--- config.mk ---
export PLATFORM = sky130hd
export DESIGN_NAME = irq_ctrl
export DESIGN_NICKNAME = d
export VERILOG_FILES = /design/src/rtl/irq_pkg.sv /design/src/rtl/irq_pin_edge.sv /design/src/rtl/irq_regs.sv /design/src/rtl/irq_arbiter.sv /design/src/rtl/irq_ctrl.sv
export SDC_FILE = /design/constraint.sdc
export NUM_CORES = 1
export LEC_CHECK = 0
export ABC_AREA = 1
export BUFFER_PORTS_ARGS = -buffer_cell sky130_fd_sc_hd__buf_4
export CORE_AREA = 2 2 105 107
export CTS_BUF_LIST = sky130_fd_sc_hd__clkbuf_8
export DETAILED_ROUTE_END_ITERATION = 8
export DIE_AREA = 0 0 107 109
export HOLD_SLACK_MARGIN = 0.15
export PLACE_DENSITY_LB_ADDON = 0.15
export RECOVER_POWER = 25
export REMOVE_ABC_BUFFERS = 1
export SLEW_MARGIN = 25
export SYNTH_ARGS = -nofsm -noshare
export SYNTH_HDL_FRONTEND = slang
export SYNTH_SLANG_ARGS = --single-unit
--- constraint.sdc ---
create_clock -name clk_i -period 4.39 [get_ports clk_i]
set_clock_uncertainty 0.05 [all_clocks]
set_input_delay 0.878 -clock clk_i [delete_from_list [all_inputs] [get_ports clk_i]]
set_output_delay 0.878 -clock clk_i [all_outputs]
set_load 0.005 [all_outputs]
--- src/rtl/irq_pkg.sv ---
package irq_pkg;
  localparam int N_SRC    = 11;
  localparam int N_EXT    = 3;
  localparam int N_PERIPH = N_SRC - N_EXT;
  localparam int N_PIN    = 13;
  localparam int VEC_W    = $clog2(N_SRC);
  localparam int DATA_W   = 16;
  localparam int ADDR_W   = 3;
  localparam int MODE_W   = 2 * N_PIN;
  localparam int MODE_HI_W = MODE_W - DATA_W;
  localparam int BTM_SRC  = 10;

  typedef enum logic [1:0] {
    EDGE_OFF  = 2'b00,
    EDGE_RISE = 2'b01,
    EDGE_FALL = 2'b10,
    EDGE_BOTH = 2'b11
  } edge_mode_e;

  typedef enum logic [ADDR_W-1:0] {
    A_EN      = 3'd0,
    A_PRIO    = 3'd1,
    A_MODE_LO = 3'd2,
    A_MODE_HI = 3'd3,
    A_PEND    = 3'd4
  } reg_addr_e;

  // pin groups onto external vectors
  function automatic int pin_to_vec(input int p);
    if (p < 5) return 0;
    else if (p < 9) return 1;
    else return 2;
  endfunction

  function automatic logic [N_SRC-1:0] stop_mask();
    logic [N_SRC-1:0] m;
    m = '0;
    for (int i = 0; i < N_EXT; i++) m[i] = 1'b1;
    m[BTM_SRC] = 1'b1;
    return m;
  endfunction
endpackage

--- src/rtl/irq_pin_edge.sv ---
module irq_pin_edge
  import irq_pkg::*;
#(
  parameter int PINS = N_PIN
) (
  input  logic              clk_i,
  input  logic              rst_ni,
  input  logic [PINS-1:0]   pin_i,
  input  logic [2*PINS-1:0] mode_i,
  output logic [PINS-1:0]   hit_o
);
  logic [PINS-1:0] meta_q, sync_q, prev_q;

  always_ff @(posedge clk_i or negedge rst_ni) begin
    if (!rst_ni) begin
      meta_q <= '0;
      sync_q <= '0;
      prev_q <= '0;
    end else begin
      meta_q <= pin_i;
      sync_q <= meta_q;
      prev_q <= sync_q;
    end
  end

  for (genvar p = 0; p < PINS; p++) begin : g_pin
    logic rise, fall;
    assign rise     = sync_q[p] & ~prev_q[p];
    assign fall     = ~sync_q[p] & prev_q[p];
    assign hit_o[p] = (rise & mode_i[2*p]) | (fall & mode_i[2*p+1]);
  end
endmodule

--- src/rtl/irq_regs.sv ---
module irq_regs
  import irq_pkg::*;
(
  input  logic              clk_i,
  input  logic              rst_ni,
  input  logic              we_i,
  input  logic [ADDR_W-1:0] addr_i,
  input  logic [DATA_W-1:0] wdata_i,
  input  logic [N_SRC-1:0]  set_i,
  output logic [DATA_W-1:0] rdata_o,
  output logic              gie_o,
  output logic [N_SRC-1:0]  en_o,
  output logic [N_SRC-1:0]  prio_o,
  output logic [MODE_W-1:0] mode_o,
  output logic [N_SRC-1:0]  pend_o
);
  localparam int EN_PAD = DATA_W - 1 - N_SRC;
  localparam int PR_PAD = DATA_W - N_SRC;
  localparam int MH_PAD = DATA_W - MODE_HI_W;

  logic              gie_q;
  logic [N_SRC-1:0]  en_q, prio_q, pend_q, clr;
  logic [MODE_W-1:0] mode_q;

  assign clr = (we_i && addr_i == A_PEND) ? wdata_i[N_SRC-1:0] : '0;

  always_ff @(posedge clk_i or negedge rst_ni) begin
    if (!rst_ni) begin
      gie_q  <= 1'b0;
      en_q   <= '0;
      prio_q <= '0;
      mode_q <= '0;
      pend_q <= '0;
    end else begin
      if (we_i) begin
        case (addr_i)
          A_EN: begin
            en_q  <= wdata_i[N_SRC-1:0];
            gie_q <= wdata_i[DATA_W-1];
          end
          A_PRIO:    prio_q <= wdata_i[N_SRC-1:0];
          A_MODE_LO: mode_q[DATA_W-1:0] <= wdata_i;
          A_MODE_HI: mode_q[MODE_W-1:DATA_W] <= wdata_i[MODE_HI_W-1:0];
          default: ;
        endcase
      end
      // set wins over clear
      pend_q <= (pend_q & ~clr) | set_i;
    end
  end

  always_comb begin
    case (addr_i)
      A_EN:      rdata_o = {gie_q, {EN_PAD{1'b0}}, en_q};
      A_PRIO:    rdata_o = {{PR_PAD{1'b0}}, prio_q};
      A_MODE_LO: rdata_o = mode_q[DATA_W-1:0];
      A_MODE_HI: rdata_o = {{MH_PAD{1'b0}}, mode_q[MODE_W-1:DATA_W]};
      A_PEND:    rdata_o = {{PR_PAD{1'b0}}, pend_q};
      default:   rdata_o = '0;
    endcase
  end

  assign gie_o  = gie_q;
  assign en_o   = en_q;
  assign prio_o = prio_q;
  assign mode_o = mode_q;
  assign pend_o = pend_q;
endmodule

--- src/rtl/irq_arbiter.sv ---
module irq_arbiter
  import irq_pkg::*;
(
  input  logic             clk_i,
  input  logic             rst_ni,
  input  logic [N_SRC-1:0] pend_i,
  input  logic [N_SRC-1:0] en_i,
  input  logic [N_SRC-1:0] prio_i,
  input  logic             gie_i,
  input  logic             ack_i,
  input  logic             reti_i,
  output logic             req_o,
  output logic [VEC_W-1:0] vec_o,
  output logic             high_o,
  output logic             isr_lo_o,
  output logic             isr_hi_o
);
  logic             isr_lo_q, isr_hi_q, lo_n, hi_n;
  logic [N_SRC-1:0] elig, cand_hi, cand_lo;
  logic [VEC_W-1:0] idx_hi, idx_lo;
  logic             allow_hi, allow_lo;

  assign elig     = pend_i & en_i;
  assign allow_hi = gie_i & ~isr_hi_q;
  assign allow_lo = allow_hi & ~isr_lo_q;
  assign cand_hi  = elig & prio_i;
  assign cand_lo  = elig & ~prio_i;

  // lowest index wins: scan downwards
  always_comb begin
    idx_hi = '0;
    idx_lo = '0;
    for (int i = N_SRC - 1; i >= 0; i--) begin
      if (cand_hi[i]) idx_hi = VEC_W'(i);
      if (cand_lo[i]) idx_lo = VEC_W'(i);
    end
  end

  always_comb begin
    req_o  = 1'b0;
    high_o = 1'b0;
    vec_o  = '0;
    if (allow_hi && |cand_hi) begin
      req_o  = 1'b1;
      high_o = 1'b1;
      vec_o  = idx_hi;
    end else if (allow_lo && |cand_lo) begin
      req_o = 1'b1;
      vec_o = idx_lo;
    end
  end

  always_comb begin
    hi_n = isr_hi_q;
    lo_n = isr_lo_q;
    if (reti_i) begin
      if (isr_hi_q) hi_n = 1'b0;
      else          lo_n = 1'b0;
    end
    if (ack_i && req_o) begin
      if (high_o) hi_n = 1'b1;
      else        lo_n = 1'b1;
    end
  end

  always_ff @(posedge clk_i or negedge rst_ni) begin
    if (!rst_ni) begin
      isr_lo_q <= 1'b0;
      isr_hi_q <= 1'b0;
    end else begin
      isr_lo_q <= lo_n;
      isr_hi_q <= hi_n;
    end
  end

  assign isr_lo_o = isr_lo_q;
  assign isr_hi_o = isr_hi_q;
endmodule

--- src/rtl/irq_ctrl.sv ---
module irq_ctrl
  import irq_pkg::*;
(
  input  logic                clk_i,
  input  logic                rst_ni,
  input  logic [N_PIN-1:0]    ext_pin_i,
  input  logic [N_PERIPH-1:0] periph_req_i,
  input  logic                reg_we_i,
  input  logic [ADDR_W-1:0]   reg_addr_i,
  input  logic [DATA_W-1:0]   reg_wdata_i,
  output logic [DATA_W-1:0]   reg_rdata_o,
  input  logic                irq_ack_i,
  input  logic                irq_reti_i,
  output logic                irq_req_o,
  output logic [VEC_W-1:0]    irq_vec_o,
  output logic                irq_high_o,
  output logic                idle_wake_o,
  output logic                stop_wake_o
);
  localparam logic [N_SRC-1:0] STOP_MASK = stop_mask();

  logic [N_PIN-1:0]  pin_hit;
  logic [N_EXT-1:0]  ext_set;
  logic [N_SRC-1:0]  src_set, en_w, prio_w, pend_w;
  logic [MODE_W-1:0] mode_w;
  logic              gie_w, isr_lo_w, isr_hi_w;

  irq_pin_edge #(.PINS(N_PIN)) u_edge (
    .clk_i  (clk_i),
    .rst_ni (rst_ni),
    .pin_i  (ext_pin_i),
    .mode_i (mode_w),
    .hit_o  (pin_hit)
  );

  always_comb begin
    ext_set = '0;
    for (int v = 0; v < N_EXT; v++)
      for (int p = 0; p < N_PIN; p++)
        if (pin_to_vec(p) == v) ext_set[v] = ext_set[v] | pin_hit[p];
  end

  assign src_set = {periph_req_i, ext_set};

  irq_regs u_regs (
    .clk_i   (clk_i),
    .rst_ni  (rst_ni),
    .we_i    (reg_we_i),
    .addr_i  (reg_addr_i),
    .wdata_i (reg_wdata_i),
    .set_i   (src_set),
    .rdata_o (reg_rdata_o),
    .gie_o   (gie_w),
    .en_o    (en_w),
    .prio_o  (prio_w),
    .mode_o  (mode_w),
    .pend_o  (pend_w)
  );

  irq_arbiter u_arb (
    .clk_i    (clk_i),
    .rst_ni   (rst_ni),
    .pend_i   (pend_w),
    .en_i     (en_w),
    .prio_i   (prio_w),
    .gie_i    (gie_w),
    .ack_i    (irq_ack_i),
    .reti_i   (irq_reti_i),
    .req_o    (irq_req_o),
    .vec_o    (irq_vec_o),
    .high_o   (irq_high_o),
    .isr_lo_o (isr_lo_w),
    .isr_hi_o (isr_hi_w)
  );

  assign idle_wake_o = |(pend_w & en_w);
  assign stop_wake_o = |(pend_w & en_w & STOP_MASK);
endmodule

Word level (Yosys, flattened, before mapping)
Index checks and enable logic that the tools add are counted.

storage, ports and cells
  logic and storage cells = 176
  output and inout port bits = 24
  input port bits = 45
  bits in registers = 101

cells by class
  equality and inequality tests = 4
  reduce and logical (&&, ||, !) cells = 13
  bitwise operators = 112
  multiplexer cells = 36

operator list
  operator                                        number
  2-to-1 mux 4 bit                                24
  case mux 16 bit (5 select lines)                1
  bitwise AND 1 bit                               54
  bitwise AND 11 bit                              4
  OR reduction 11 bit                             3
  inverter 1 bit                                  28
  OR 1 bit                                        23
  inverter 11 bit                                 2
  2-to-1 mux 11 bit                               1
  OR 11 bit                                       1
  2-to-1 mux 1 bit                                10
  AND reduction 2 bit                             4
  == test 3 x 2 -> 1 bit (second input constant)  2
  logical AND 1 bit                               4
  OR reduction 4 bit                              1
  == test 3 x 1 -> 1 bit (second input constant)  1
  == test 3 bit (second input constant)           1
  logical NOT 3 bit                               1

Longest topological paths before layout
  depth in word-level cells = 15
  mapped depth = 12
  gate-level depth less buffers = 12

By module
Synthesis repeated with hierarchy kept, for this count alone.

second synthesis, totals
  cells, all modules = 627
  area, all modules = 4,933.5 um2

by module, submodules not included
  module        cells an instance  area an instance (um2)  instances
  irq_regs      386                2,919.0                 1
  irq_pin_edge  104                1,252.5                 1
  irq_arbiter   106                640.6                   1
  irq_ctrl      31                 121.4                   1

Least setup slack after synthesis
Ideal clock, no wire load.

  path type = input port to output port
  start point = input port reg_addr_i[1]
  end point = output port reg_rdata_o[3]
  data arrival time = 1.553 ns
  data required time = 3.462 ns
  path slack = 1.909 ns
  stages on the path = 5
  path buffers = 1
  cells stage by stage = nor3_2 > buf_2 > nand2_1 > nand3_1 > a221o_1

on the way
  word-level cells in the longest chain between the ends = 2

RTL lines
  element                                RTL line        text
  start, declared                        irq_ctrl.sv:9   input logic [ADDR_W-1:0] reg_addr_i,
  == test 3 bit (tied with other cells)  irq_regs.sv:53  case (addr_i)
  case mux 16 bit (5 select lines) *     irq_regs.sv:53
  end, declared                          irq_ctrl.sv:11  output logic [DATA_W-1:0] reg_rdata_o,

Every way passes the cells marked *; elsewhere a longest branch is shown, timed or not.

Worst setup path in the final report
  start point = input port reg_addr_i[1]
  end point = output port reg_rdata_o[9]

The elaborated chain is that of the path after synthesis.

==> impl_metrics.yaml <==
status:
  status: "complete, but fails checks"
  violations: "capacitance limit, slew limit"
critical_path:
  regToRegEndpoint: "u_arb.isr_lo_o$_DFF_PN0_"
  critPathMaxStageDelay_ns: 0.26
  worstPathMaxFanout: 13
  crit_type: "primary input to output port"
  path_cells: "buf_4 > nor3_2 > buf_4 > nand2_1 > o21ai_0 > a21oi_1 > nand3_1 > buf_4"
  crit_path_top_delay_cell: "buf_4"
  critPathBufInv: 3
  cp-startpoint: "reg_addr_i[1]"
  start_kind: "primary input"
  required_ns: 3.46
  cp_common_cell: "buf_4"
  critPathTopFamily: "buffers and inverters"
  r2r-start: "u_regs.en_o[0]$_DFFE_PN0P_"
  cp_num_cells: 8
  endpoint_kind: "output port"
  rr_worst_depth: 10
  crit_end: "reg_rdata_o[9]"
  reg2reg_slack_ns: 2.87
  arrival_ns: 2.00
cts:
  post_cts_buffers: 0
  cts_inserted_buffers: 9
  cts_tree: "yes"
  clockBufferDepth: 2
  htreeDepth: 3
  cts-hold-fix-buffers: 0
  cts_resized: 0
  clock-sinks: 101
  clk-insertion-delay-late_ns: 0.37
  cts-root-buf: "clkbuf_8"
  path_clk_slew_ns: 0.09
timing:
  worst_pin_slew_ns: 1.61
  rsz0062_at_grt: "no"
  maxSlewViolCount: 66
  finalCritPeriodShare_pct: 66.7
  setup_tns_ns: 0
  setup_violations: 0
  max_freq_ghz: 0.341
  final_hold_viol_count: 0
  min_period_ns: 2.93
  max_slew_margin_pct: -7.02
grt:
  antenna_found_initial: 0
  grt_max_degree: 66
  overflow: 0
  grt_pass1_vias: 3348
  grt_use_total_pct: 19.3
  grt_pass1_wl_um: 17000
pwr:
  switchingPower_mw: 0.690
  swShare_pct: 31.2
  ir_drop_v: 0.000153
  power_mw: 2.21
  p_int_mw: 1.52
  seq_power_share_pct: 51.1
  power.static_leakage_nw: 2.66
  power.density_nw_per_um2: 418
  combPwrFrac_pct: 22.1
  clkPwrFrac_pct: 26.8
floorplan:
  rows: 38
  die_x_um: 107
  start_util_pct: 42.0
  die_area_um2: 11700
  core_region_area_um2: 10600
  die_y_um: 109
  ios: 69
layout:
  final_common_cell: "nand2_1"
  area_delta_synth_final_pct: 19.0
  antenna_cells: 0
  drive_gt1_share_pct: 19.7
  final_nets: 630
  final_cell_mix: "nand2_1, dfrtp_1, buf_4"
routing:
  firstDrtPassIters: 4
  avgViaCountPerCell: 4.97
  wl_per_cell_um: 14.5
  vias: 3622
  routed_wirelength_um: 10600
  drtIter0Drc: 260
  drc: 0
  ant_nets: 0
synthesis:
  syn_inst: 514
  netlist_area_um2: 4450
  yosysUniqueCellTypes: 34
  synthFlopType: "dfrtp_1"
  ys_ff_latch: 101
  ys_seq_area_share_pct: 56.7
  synth-edff-count: 0
  async_flop_share_pct: 100
  yosysWarnings: 0
  syn_avg_cell_area_um2: 8.67
flow_run:
  maxCapViolCount: 1
placement:
  place_hpwl_um: 7510
  io_buffers: 68
  gp_congestion: 0.859
min_path:
  hp-class: "flop to flop"
[cell usage after synthesis, drive strengths merged, types with 4 or more instances]
cell | instances | share of area [%]
nor2 | 30 | 3.0
o21ai | 70 | 8.1
inv | 62 | 5.3
a21oi | 15 | 1.9
nand3 | 22 | 2.7
nand4 | 7 | 0.98
a22oi | 5 | 0.84
nor3 | 8 | 1.1
dfrtp | 101 | 57
nand2 | 161 | 14
a221o | 4 | 0.90
buf | 14 | 1.7
[area by class of cell]
cell class / count / area, µm²
clock buffers: 10 / 138
clock inverters: 5 / 58.8
fillers: 1040 / 5300
inverters: 62 / 235
multi-input cells: 337 / 1620
flip-flops and latches: 101 / 2530
well taps: 140 / 175
repair buffers: 74 / 553
[worst min path at each step]
stage                           startpoint                          end  slack (ns)  cells past startpoint
4_1_cts         u_edge.meta_q[0]$_DFF_PN0_   u_edge.sync_q[0]$_DFF_PN0_        0.31                      0
2_1_floorplan   u_edge.meta_q[0]$_DFF_PN0_   u_edge.sync_q[0]$_DFF_PN0_        0.28                      0
5_1_grt         u_edge.meta_q[9]$_DFF_PN0_   u_edge.sync_q[9]$_DFF_PN0_        0.32                      0
3_5_place_dp    u_edge.meta_q[0]$_DFF_PN0_   u_edge.sync_q[0]$_DFF_PN0_        0.28                      0
3_3_place_gp   u_edge.meta_q[11]$_DFF_PN0_  u_edge.sync_q[11]$_DFF_PN0_        0.28                      0
6_report        u_edge.meta_q[0]$_DFF_PN0_   u_edge.sync_q[0]$_DFF_PN0_        0.30                      0
[per-layer routing]
metal	wire length (µm)	track usage [%]
met1	5040	26.6
met2	4830	29.9
met3	463	3.11
met4	259	9.18
met5	0	0
[sequential cells by signal, indices dropped and copies added, names as in the netlist]
name	flops
u_regs.mode_o	26
u_edge.meta_q	13
u_edge.prev_q	13
u_regs.gie_o	1
u_regs.prio_o	11
u_arb.isr_lo_o	1
u_regs.en_o	11
u_edge.sync_q	13
u_regs.pend_o	11
u_arb.isr_hi_o	1
[power by group through the flow]
stage	registers (mW)	clock network [mW]	logic (mW)
global placement	1.15	0	0.483
floorplan	1.12	0	0.310
detailed placement	1.15	0	0.493
CTS	1.13	0.613	0.495
global route	1.15	0.645	0.561
finish	1.13	0.592	0.490
[cells by family after synthesis]
group / count (synthesis) / synth area share, %
flip-flops: 101 / 56.7
AND/OR/NAND/NOR: 233 / 22.8
buffers and inverters: 76 / 6.99
AO/OA/AOI/OAI: 104 / 13.4
[stage by stage]
step / setup WS (ns) / area, µm² / util (%) / std cells / hold slack (ns)
after floorplan: 1.82 / 4380 / - / 500 / 0.281
after global placement: 1.51 / 5110 / 48.2 / 714 / 0.282
after detailed placement: 1.48 / 5110 / 48.2 / 714 / 0.285
after CTS: 1.42 / 5310 / 50.0 / 729 / 0.306
after global routing: 1.37 / 5300 / 50.0 / 729 / 0.320
final: 1.46 / 5300 / 50.0 / 729 / 0.304
Note: power is estimated with default switching activity, not from simulation.
